File: src/rtl/paint_pkg.sv
package paint_pkg;
    typedef enum logic {
        PH_IDLE = 1'b0,
        PH_RUN  = 1'b1
    } phase_e;
endpackage

File: src/rtl/paint_axis_clip.sv
module paint_axis_clip #(
    parameter int POS_W  = 10,
    parameter int SIZE_W = 7,
    parameter int LIMIT  = 720
) (
    input  logic [POS_W-1:0]  pos_i,
    input  logic [SIZE_W-1:0] size_i,
    output logic [POS_W-1:0]  last_o,
    output logic              empty_o
);
    localparam int SUM_W = ((POS_W > SIZE_W) ? POS_W : SIZE_W) + 1;

    logic [SUM_W-1:0] far_edge;
    logic [SUM_W-1:0] top_limit;

    always_comb begin
        far_edge  = SUM_W'(pos_i) + SUM_W'(size_i) - SUM_W'(1);
        top_limit = SUM_W'(LIMIT - 1);
        empty_o   = (size_i == '0) || (SUM_W'(pos_i) > top_limit);
        if (far_edge > top_limit) begin
            last_o = POS_W'(LIMIT - 1);
        end else begin
            last_o = far_edge[POS_W-1:0];
        end
    end
endmodule

File: src/rtl/paint_color_map.sv
module paint_color_map #(
    parameter int              COLOR_W  = 8,
    parameter logic [COLOR_W-1:0] BG_VALUE = 8'hFF
) (
    input  logic [COLOR_W-1:0] code_i,
    output logic [COLOR_W-1:0] pixel_o
);
    always_comb begin
        pixel_o = (code_i == '0) ? BG_VALUE : code_i;
    end
endmodule

File: src/rtl/brush_paint_engine.sv
module brush_paint_engine #(
    parameter int                 SCREEN_W = 720,
    parameter int                 SCREEN_H = 487,
    parameter int                 SIZE_W   = 7,
    parameter int                 COLOR_W  = 8,
    parameter logic [COLOR_W-1:0] BG_VALUE = 8'hFF,
    localparam int                X_W      = $clog2(SCREEN_W),
    localparam int                Y_W      = $clog2(SCREEN_H),
    localparam int                ADDR_W   = $clog2(SCREEN_W * SCREEN_H)
) (
    input  logic               clk,
    input  logic               rst_n,
    input  logic               paint_i,
    input  logic [X_W-1:0]     cur_x_i,
    input  logic [Y_W-1:0]     cur_y_i,
    input  logic [SIZE_W-1:0]  brush_w_i,
    input  logic [SIZE_W-1:0]  brush_h_i,
    input  logic [COLOR_W-1:0] color_i,
    output logic               busy_o,
    output logic               mem_req_o,
    input  logic               mem_gnt_i,
    output logic [ADDR_W-1:0]  mem_addr_o,
    output logic [COLOR_W-1:0] mem_data_o
);
    import paint_pkg::*;

    typedef struct packed {
        phase_e             phase;
        logic [X_W-1:0]     x;
        logic [Y_W-1:0]     y;
        logic [X_W-1:0]     x_first;
        logic [X_W-1:0]     x_last;
        logic [Y_W-1:0]     y_last;
        logic [ADDR_W-1:0]  row_base;
        logic [ADDR_W-1:0]  addr;
        logic [COLOR_W-1:0] pixel;
    } state_t;

    state_t state_d, state_q;

    logic [X_W-1:0]     x_last_w;
    logic [Y_W-1:0]     y_last_w;
    logic               x_empty_w, y_empty_w;
    logic [COLOR_W-1:0] pixel_w;
    logic [ADDR_W-1:0]  start_base_w;
    logic               accept_w;

    paint_axis_clip #(.POS_W(X_W), .SIZE_W(SIZE_W), .LIMIT(SCREEN_W)) i_clip_x (
        .pos_i   (cur_x_i),
        .size_i  (brush_w_i),
        .last_o  (x_last_w),
        .empty_o (x_empty_w)
    );

    paint_axis_clip #(.POS_W(Y_W), .SIZE_W(SIZE_W), .LIMIT(SCREEN_H)) i_clip_y (
        .pos_i   (cur_y_i),
        .size_i  (brush_h_i),
        .last_o  (y_last_w),
        .empty_o (y_empty_w)
    );

    paint_color_map #(.COLOR_W(COLOR_W), .BG_VALUE(BG_VALUE)) i_color (
        .code_i  (color_i),
        .pixel_o (pixel_w)
    );

    always_comb begin
        state_d      = state_q;
        start_base_w = ADDR_W'(cur_y_i) * ADDR_W'(SCREEN_W);
        accept_w     = paint_i && (state_q.phase == PH_IDLE) && !x_empty_w && !y_empty_w;

        if (state_q.phase == PH_IDLE) begin
            if (accept_w) begin
                state_d.phase    = PH_RUN;
                state_d.x        = cur_x_i;
                state_d.y        = cur_y_i;
                state_d.x_first  = cur_x_i;
                state_d.x_last   = x_last_w;
                state_d.y_last   = y_last_w;
                state_d.row_base = start_base_w;
                state_d.addr     = start_base_w + ADDR_W'(cur_x_i);
                state_d.pixel    = pixel_w;
            end
        end else if (mem_gnt_i) begin
            if (state_q.x == state_q.x_last) begin
                if (state_q.y == state_q.y_last) begin
                    state_d.phase = PH_IDLE;
                end else begin
                    state_d.y        = state_q.y + Y_W'(1);
                    state_d.x        = state_q.x_first;
                    state_d.row_base = state_q.row_base + ADDR_W'(SCREEN_W);
                    state_d.addr     = state_q.row_base + ADDR_W'(SCREEN_W)
                                     + ADDR_W'(state_q.x_first);
                end
            end else begin
                state_d.x    = state_q.x + X_W'(1);
                state_d.addr = state_q.addr + ADDR_W'(1);
            end
        end
    end

    always_ff @(posedge clk) begin
        if (!rst_n) begin
            state_q <= '0;
        end else begin
            state_q <= state_d;
        end
    end

    assign busy_o     = (state_q.phase == PH_RUN);
    assign mem_req_o  = (state_q.phase == PH_RUN);
    assign mem_addr_o = state_q.addr;
    assign mem_data_o = state_q.pixel;
endmodule

File: config.mk
export PLATFORM = sky130hd
export DESIGN_NAME = brush_paint_engine
export DESIGN_NICKNAME = d
export VERILOG_FILES = /design/src/rtl/paint_pkg.sv /design/src/rtl/paint_axis_clip.sv /design/src/rtl/paint_color_map.sv /design/src/rtl/brush_paint_engine.sv
export SDC_FILE = /design/constraint.sdc
export NUM_CORES = 1
export LEC_CHECK = 0
export CAP_MARGIN = 0
export CORE_MARGIN = 2
export CORE_UTILIZATION = 50
export DETAILED_ROUTE_END_ITERATION = 6
export DONT_BUFFER_PORTS = 1
export PLACE_DENSITY_LB_ADDON = 0.3
export SLEW_MARGIN = 20
export SYNTH_ARGS = -nofsm -noshare
export SYNTH_HDL_FRONTEND = slang
export SYNTH_SLANG_ARGS = --single-unit
File: constraint.sdc
create_clock -name clk -period 4.6 [get_ports clk]
set_input_delay 0.69 -clock clk [delete_from_list [all_inputs] [get_ports clk]]
set_output_delay 0.69 -clock clk [all_outputs]
set_load 0.1 [all_outputs]
==> results.json, run 1 <==
{
  "min_path_type": "in2reg",
  "detail_route.wirelength.met1_um": 9680,
  "first_pass_grt_wire_length_um": 33500,
  "gp_routability_congestion": 0.852,
  "netlist_area_sq_um": 8130,
  "finalHoldViolCount": 0,
  "portBuffers": 0,
  "htreeDepth": 3,
  "grt-ovfl-total": 0,
  "timing.final.setup_violations": 0,
  "firstDrtPassIters": 6,
  "ys_async_sr_fraction_pct": 0,
  "post_synth_inst_count": 1028,
  "floorplan.die.width_um": 131,
  "p_sw_share_pct": 44.7,
  "fp.dieArea_sq_um": 17300,
  "synth_largest_type_area_fraction_pct": 22.4,
  "peakVddDrop_mv": 0.230,
  "worst_setup_path_start_kind": "input port",
  "seqPwrFrac_pct": 31.0,
  "floorplan.initialDensity_pct": 51.2,
  "seq_area_frac_synth_pct": 22.4,
  "top_layer": "met4",
  "grt_max_degree": 81,
  "syn_avg_cell_area_sq_um": 7.91,
  "finalWirelength_um": 19800,
  "arrival_ns": 4.32,
  "cts_tree": "yes",
  "combinational_cell_fraction_of_total_power_pct": 47.3,
  "critical_path.endpoint_type": "flop",
  "number_of_buffers_created_by_cts": 9,
  "post_cts_resize_count": 0,
  "ios": 74,
  "required_ns": 4.84,
  "clk_pin_slew_ns": 0.07,
  "period_utilization_post_route_pct": 88.9,
  "max_clock_freq_ghz": 0.245,
  "yosys_register_bits": 91,
  "outcome": "completed",
  "timing_max_transition_violations_final": 0,
  "cpPeakStageDelay_ns": 0.49,
  "timing.final.ws_setup_ns": 0.512,
  "cts_setup_buffers": 0,
  "postCtsHoldBufs": 0,
  "mappedNetlistNets": 1165,
  "max-clock-path-buffers": 2,
  "ys_dominant_reg_cell": "sky130_fd_sc_hd__dfxtp_1",
  "grt_pass1_vias": 6697,
  "crit_fanout": 5,
  "yosys-top-cells-area": "sky130_fd_sc_hd__dfxtp_1 22%, sky130_fd_sc_hd__ha_1 12%, sky130_fd_sc_hd__xnor2_1 5.8%",
  "numClockSinks": 91,
  "detailedPlacementHpwl_um": 14900,
  "synth_cell_type_count": 77,
  "preCtsSetupSlack_ns": 0.159,
  "postRouteAntennaNets": 0,
  "worstSetupPathType": "in2reg",
  "final.setup_skew_ns": 0.00939,
  "fin_tns_setup_ns": 0,
  "globalRouteTotalUtil_pct": 23.3,
  "slew-limit-headroom_pct": 28.2,
  "share_of_final_layout_standard_cells_stronger_than_drive_strength_1_pct": 8.95,
  "clock_latency_ns": 0.36,
  "cp_cell_sequence": "ha_1 > ha_1 > inv_1 > fa_1 > inv_1 > ha_1 > fa_1 > and3_1 > o211a_1 > o31a_1 > nor4_4 > nand3_2 > xnor2_1 > a21boi_0 > o22ai_1",
  "nets": 1126,
  "num_vias": 7054,
  "area_growth_pct": 4.51,
  "met2_length_um": 8750,
  "cellLeakagePower_uw": 0.00360,
  "placementRows": 46,
  "antenna_found_initial": 0,
  "routed-wl-met3_um": 1140,
  "detail_route.wl_per_cell_um": 16.3,
  "antenna_cell_count": 0,
  "power_frac_clock_pct": 21.7,
  "power.density_nw_per_um2": 398,
  "placeableCoreArea_sq_um": 15900,
  "root_buffer": "sky130_fd_sc_hd__clkbuf_16",
  "routed_via_density": 5.83,
  "post_synth_top_area_cell": "sky130_fd_sc_hd__dfxtp_1",
  "rsz_0062_raised_after_global_routing": "false",
  "path_common_cell": "sky130_fd_sc_hd__ha_1",
  "number_of_flops_mapped_to_enable_cells_by_yosys": 0,
  "detail_route.drc_violations": 0,
  "cellInternalPower_uw": 1870,
  "cpMaxStageDelayCell": "sky130_fd_sc_hd__fa_1",
  "dieHeight_um": 131,
  "yosys_warnings": 0,
  "max_cap_violations": 0,
  "tightest_slew_ns": 1.07,
  "final_period_minus_worst_setup_slack_ns": 4.09,
  "total_switching_power_uw": 1510,
  "drtIter0Drc": 492
}
power by group through the flow:
stage | Combinational (uW) | Sequential [uW] | Clock, uW
4_1_cts | 1590 | 1040 | 744
6_report | 1600 | 1050 | 733
2_1_floorplan | 1380 | 965 | 0
3_5_place_dp | 1580 | 1060 | 0
3_3_place_gp | 1560 | 1060 | 0
5_1_grt | 1780 | 1060 | 769
path summary, 6_finish.rpt:
check,startpoint,to,slack (ns),cells past startpoint
max,cur_y_i[2],mem_addr_o[16],0.51,15
min,cur_x_i[6],state_q[71],0.46,2
max reg2reg,busy_o,mem_data_o[7],1.50,5
min reg2reg,state_q[65],state_q[65],0.46,2
Yosys cell counts (15+ instances only):
master	instances
sky130_fd_sc_hd__a21oi_1	70
sky130_fd_sc_hd__a211oi_1	15
sky130_fd_sc_hd__nor3_1	27
sky130_fd_sc_hd__a31oi_1	17
sky130_fd_sc_hd__a221oi_1	17
sky130_fd_sc_hd__xnor2_1	54
sky130_fd_sc_hd__ha_1	78
sky130_fd_sc_hd__buf_4	29
sky130_fd_sc_hd__dfxtp_1	91
sky130_fd_sc_hd__nand2_1	70
sky130_fd_sc_hd__nor2_1	68
sky130_fd_sc_hd__clkbuf_1	35
sky130_fd_sc_hd__xor2_1	41
sky130_fd_sc_hd__inv_1	108
sky130_fd_sc_hd__o21ai_0	63
sky130_fd_sc_hd__nand3_1	31
layer usage:
layer | track usage (%) | up-vias
li1 | - | 3564
met1 | 32.8 | 3314
met2 | 36.9 | 155
met3 | 4.32 | 21
met4 | 5.19 | 0
met5 | 0 | -
worst max-delay path: cells and delay by family:
| kind | cells | cell delay [ns] |
|---|---|---|
| AOI/OAI and AO/OA | 4 | 0.89 |
| and+or+nand+nor | 3 | 0.73 |
| buffers and inverters | 2 | 0.10 |
| adders and majority gates | 5 | 1.75 |
| xor gates and xnor gates | 1 | 0.16 |
sequential cells by signal, indices dropped and copies added, names as in the netlist:
signal,count
busy_o,1
mem_addr_o,19
mem_data_o,8
state_q,63
through the flow:
step | area, sq um | utilization (%) | hold slack, ns | std cells | total power [uW]
floorplan | 8130 | - | 0.437 | 1028 | 2350
detailed placement | 8210 | 51.7 | 0.453 | 1194 | 2640
CTS | 8490 | 53.5 | 0.449 | 1210 | 3380
finish | 8490 | 53.5 | 0.459 | 1210 | 3380
global route | 8490 | 53.5 | 0.462 | 1210 | 3610
global placement | 8210 | 51.7 | 0.450 | 1194 | 2620
cells by family (layout without fill, tap and decap cells):
logic type      Yosys count  count (layout)  synth area share [%]
fa+ha+maj                92              92                  15.5
mux                       7               7                 0.893
buf+inv                 186             152                  10.1
simple gates            276             276                  16.9
flops                    91              91                  22.4
compound gates          280             280                  23.8
xor+xnor                 96              96                  10.4
cell usage in the layout (no fill, tap or decap), drive strengths merged, types with 33 or more instances in the layout:
master	Yosys	final
a21oi	71	71
dfxtp	91	91
ha	78	78
inv	108	113
nand2	70	70
nand3	33	33
nor2	69	69
o21ai	67	67
xnor2	55	55
xor2	41	41
final cells by class:
cell class	instances	area, sq um
Tap cell	216	270
Clock inverter	7	63.8
Inverter	109	409
Multi-Input combinational cell	751	5500
Sequential cell	91	1830
Timing Repair Buffer	27	203
Fill cell	1547	7390
Clock buffer	9	225
Note: power is estimated with default switching activity, not from simulation.
==> run 2: changes to the inputs <==
Clock period 4.6 ns to 5.1 ns, I/O delays scaled along.
==> run 2 against run 1 <==
Register-to-register slack improved by 0.23 ns; die area did not move; setup slack improved by 0.34 ns; total power fell by 11%; sequential power fell by 7%; global-route usage barely moved; largest power group unchanged; hold slack improved by 0.0084 ns; largest cell class unchanged; clock power fell by 9.3%.
==> results.json, run 2 (synthesis gave the netlist of run 1 again) <==
{
  "cpPeakStageDelay_ns": 0.55,
  "rsz_0062_raised_after_global_routing": "false",
  "grt_max_degree": 55,
  "clock_latency_ns": 0.36,
  "max_flop_register": "state_q",
  "area_growth_pct": 3.68,
  "cts_setup_buffers": 0,
  "cp_cell_sequence": "ha_1 > fa_1 > inv_1 > fa_1 > inv_1 > ha_1 > a21o_1 > a221oi_4 > o21ai_2 > a311oi_1 > nor2_1 > o21a_1 > nor3_1 > a21oi_1",
  "cpMaxStageDelayCell": "sky130_fd_sc_hd__fa_1",
  "post-layout-total-power_uw": 3020,
  "nets": 1117,
  "postCtsHoldBufs": 0,
  "finalHoldViolCount": 0,
  "outcome": "completed",
  "timing_max_transition_violations_final": 0,
  "power.density_nw_per_um2": 358,
  "worstSetupPathType": "in2reg",
  "firstDrtPassIters": 5,
  "number_of_buffers_created_by_cts": 9,
  "final_area_sq_um": 8430,
  "detail_route.wl_per_cell_um": 16.5,
  "most-common-layout-cells": "108 x sky130_fd_sc_hd__inv_1, 90 x sky130_fd_sc_hd__dfxtp_1, 78 x sky130_fd_sc_hd__ha_1",
  "period_utilization_post_route_pct": 83.2,
  "globalRouteTotalUtil_pct": 23.2,
  "timing.final.setup_violations": 0,
  "nFillCells": 1560,
  "floorplan.initialDensity_pct": 51.2,
  "first_pass_grt_wire_length_um": 33200,
  "largest_register_ffs": 63,
  "worst_setup_path_start_kind": "input port",
  "gp_routability_congestion": 0.869,
  "required_ns": 5.31,
  "cellLeakagePower_uw": 0.00356,
  "dieHeight_um": 131,
  "grt_pass1_vias": 6567,
  "slew-limit-headroom_pct": 25.3,
  "min_path_type": "reg2reg",
  "floorplan.die.width_um": 131,
  "numClockSinks": 91,
  "share_of_final_layout_standard_cells_stronger_than_drive_strength_1_pct": 8.12,
  "max_clock_freq_ghz": 0.236,
  "timing.final.ws_setup_ns": 0.856,
  "grt-ovfl-total": 0,
  "max-clock-path-buffers": 2,
  "r2r_slack_ns": 1.73,
  "htreeDepth": 3,
  "tightest_slew_ns": 1.12,
  "drtIter0Drc": 471,
  "final_period_minus_worst_setup_slack_ns": 4.24,
  "fp.dieArea_sq_um": 17300,
  "arrival_ns": 4.46,
  "fin_tns_setup_ns": 0,
  "postRouteAntennaNets": 0,
  "post_cts_resize_count": 0,
  "root_buffer": "sky130_fd_sc_hd__clkbuf_16",
  "placementRows": 46,
  "final.setup_skew_ns": 0.00928,
  "preCtsSetupSlack_ns": 0.472,
  "detailedPlacementHpwl_um": 15100,
  "ios": 74,
  "cts_tree": "yes",
  "critical_path.endpoint_type": "flop",
  "post_dp_cell_area_sq_um": 8140,
  "num_vias": 6957,
  "detail_route.drc_violations": 0,
  "portBuffers": 0,
  "mostFrequentLayoutCell": "sky130_fd_sc_hd__inv_1",
  "finish.utilization_pct": 53.0,
  "finalWirelength_um": 19800,
  "clk_pin_slew_ns": 0.07,
  "max_cap_violations": 0,
  "routed_via_density": 5.79,
  "antenna_cell_count": 0,
  "crit_fanout": 6,
  "peakVddDrop_mv": 0.227,
  "placeableCoreArea_sq_um": 15900,
  "antenna_found_initial": 0
}
[run 2: cell types whose count changed in the layout (fill, tap and decap cells not counted), sizes merged]
cell and change:
inv +1, clkinv -1, buf -9
[run 2: per-layer routing]
| layer | GRT usage, % | share of wire [%] | vias up |
|---|---|---|---|
| met3 | 5.83 | 6.0 | 13 |
| met4 | 3.62 | 0.95 | 0 |
| met5 | 0 | 0 | - |
| li1 | - | - | 3545 |
| met2 | 36.9 | 44 | 174 |
| met1 | 32.4 | 49 | 3225 |
[run 2: power by group]
| part | total (uW) | switching (uW) | leakage, uW | internal [uW] |
|---|---|---|---|---|
| Sequential | 981 | 192 | 0.000750 | 789 |
| Combinational | 1370 | 844 | 0.00266 | 527 |
| Clock | 665 | 321 | 0.000145 | 344 |
[run 2: worst paths after layout]
path               start             end  depth (start not counted)
max reg2reg       busy_o     state_q[33]                          6
min reg2reg  state_q[65]     state_q[65]                          2
min          state_q[65]     state_q[65]                          2
max           cur_y_i[5]  mem_addr_o[17]                         14
[run 2: worst max-delay path, delay by kind of cell]
| family | cells | cell delay [ns] |
|---|---|---|
| AO/OA/AOI/OAI | 6 | 1.58 |
| adder cells (fa/ha/maj) | 4 | 1.72 |
| buffers and inverters | 2 | 0.09 |
| AND/OR/NAND/NOR | 2 | 0.31 |
[run 2: area by class of cell]
| cell class | count | area (sq um) | area share [%] |
|---|---|---|---|
| well taps | 216 | 270 | 3.21 |
| clock inverters | 7 | 63.8 | 0.757 |
| inverters | 109 | 409 | 4.86 |
| multi-input cells | 751 | 5500 | 65.2 |
| repair buffers | 18 | 135 | 1.60 |
| clock buffers | 9 | 225 | 2.67 |
| flip-flops and latches | 91 | 1830 | 21.7 |
[run 2: through the flow]
stage / instances / hold WS (ns)
floorplan: 1028 / 0.437
global placement: 1185 / 0.447
detailed placement: 1185 / 0.455
CTS: 1201 / 0.467
global route: 1201 / 0.494
finish: 1201 / 0.467
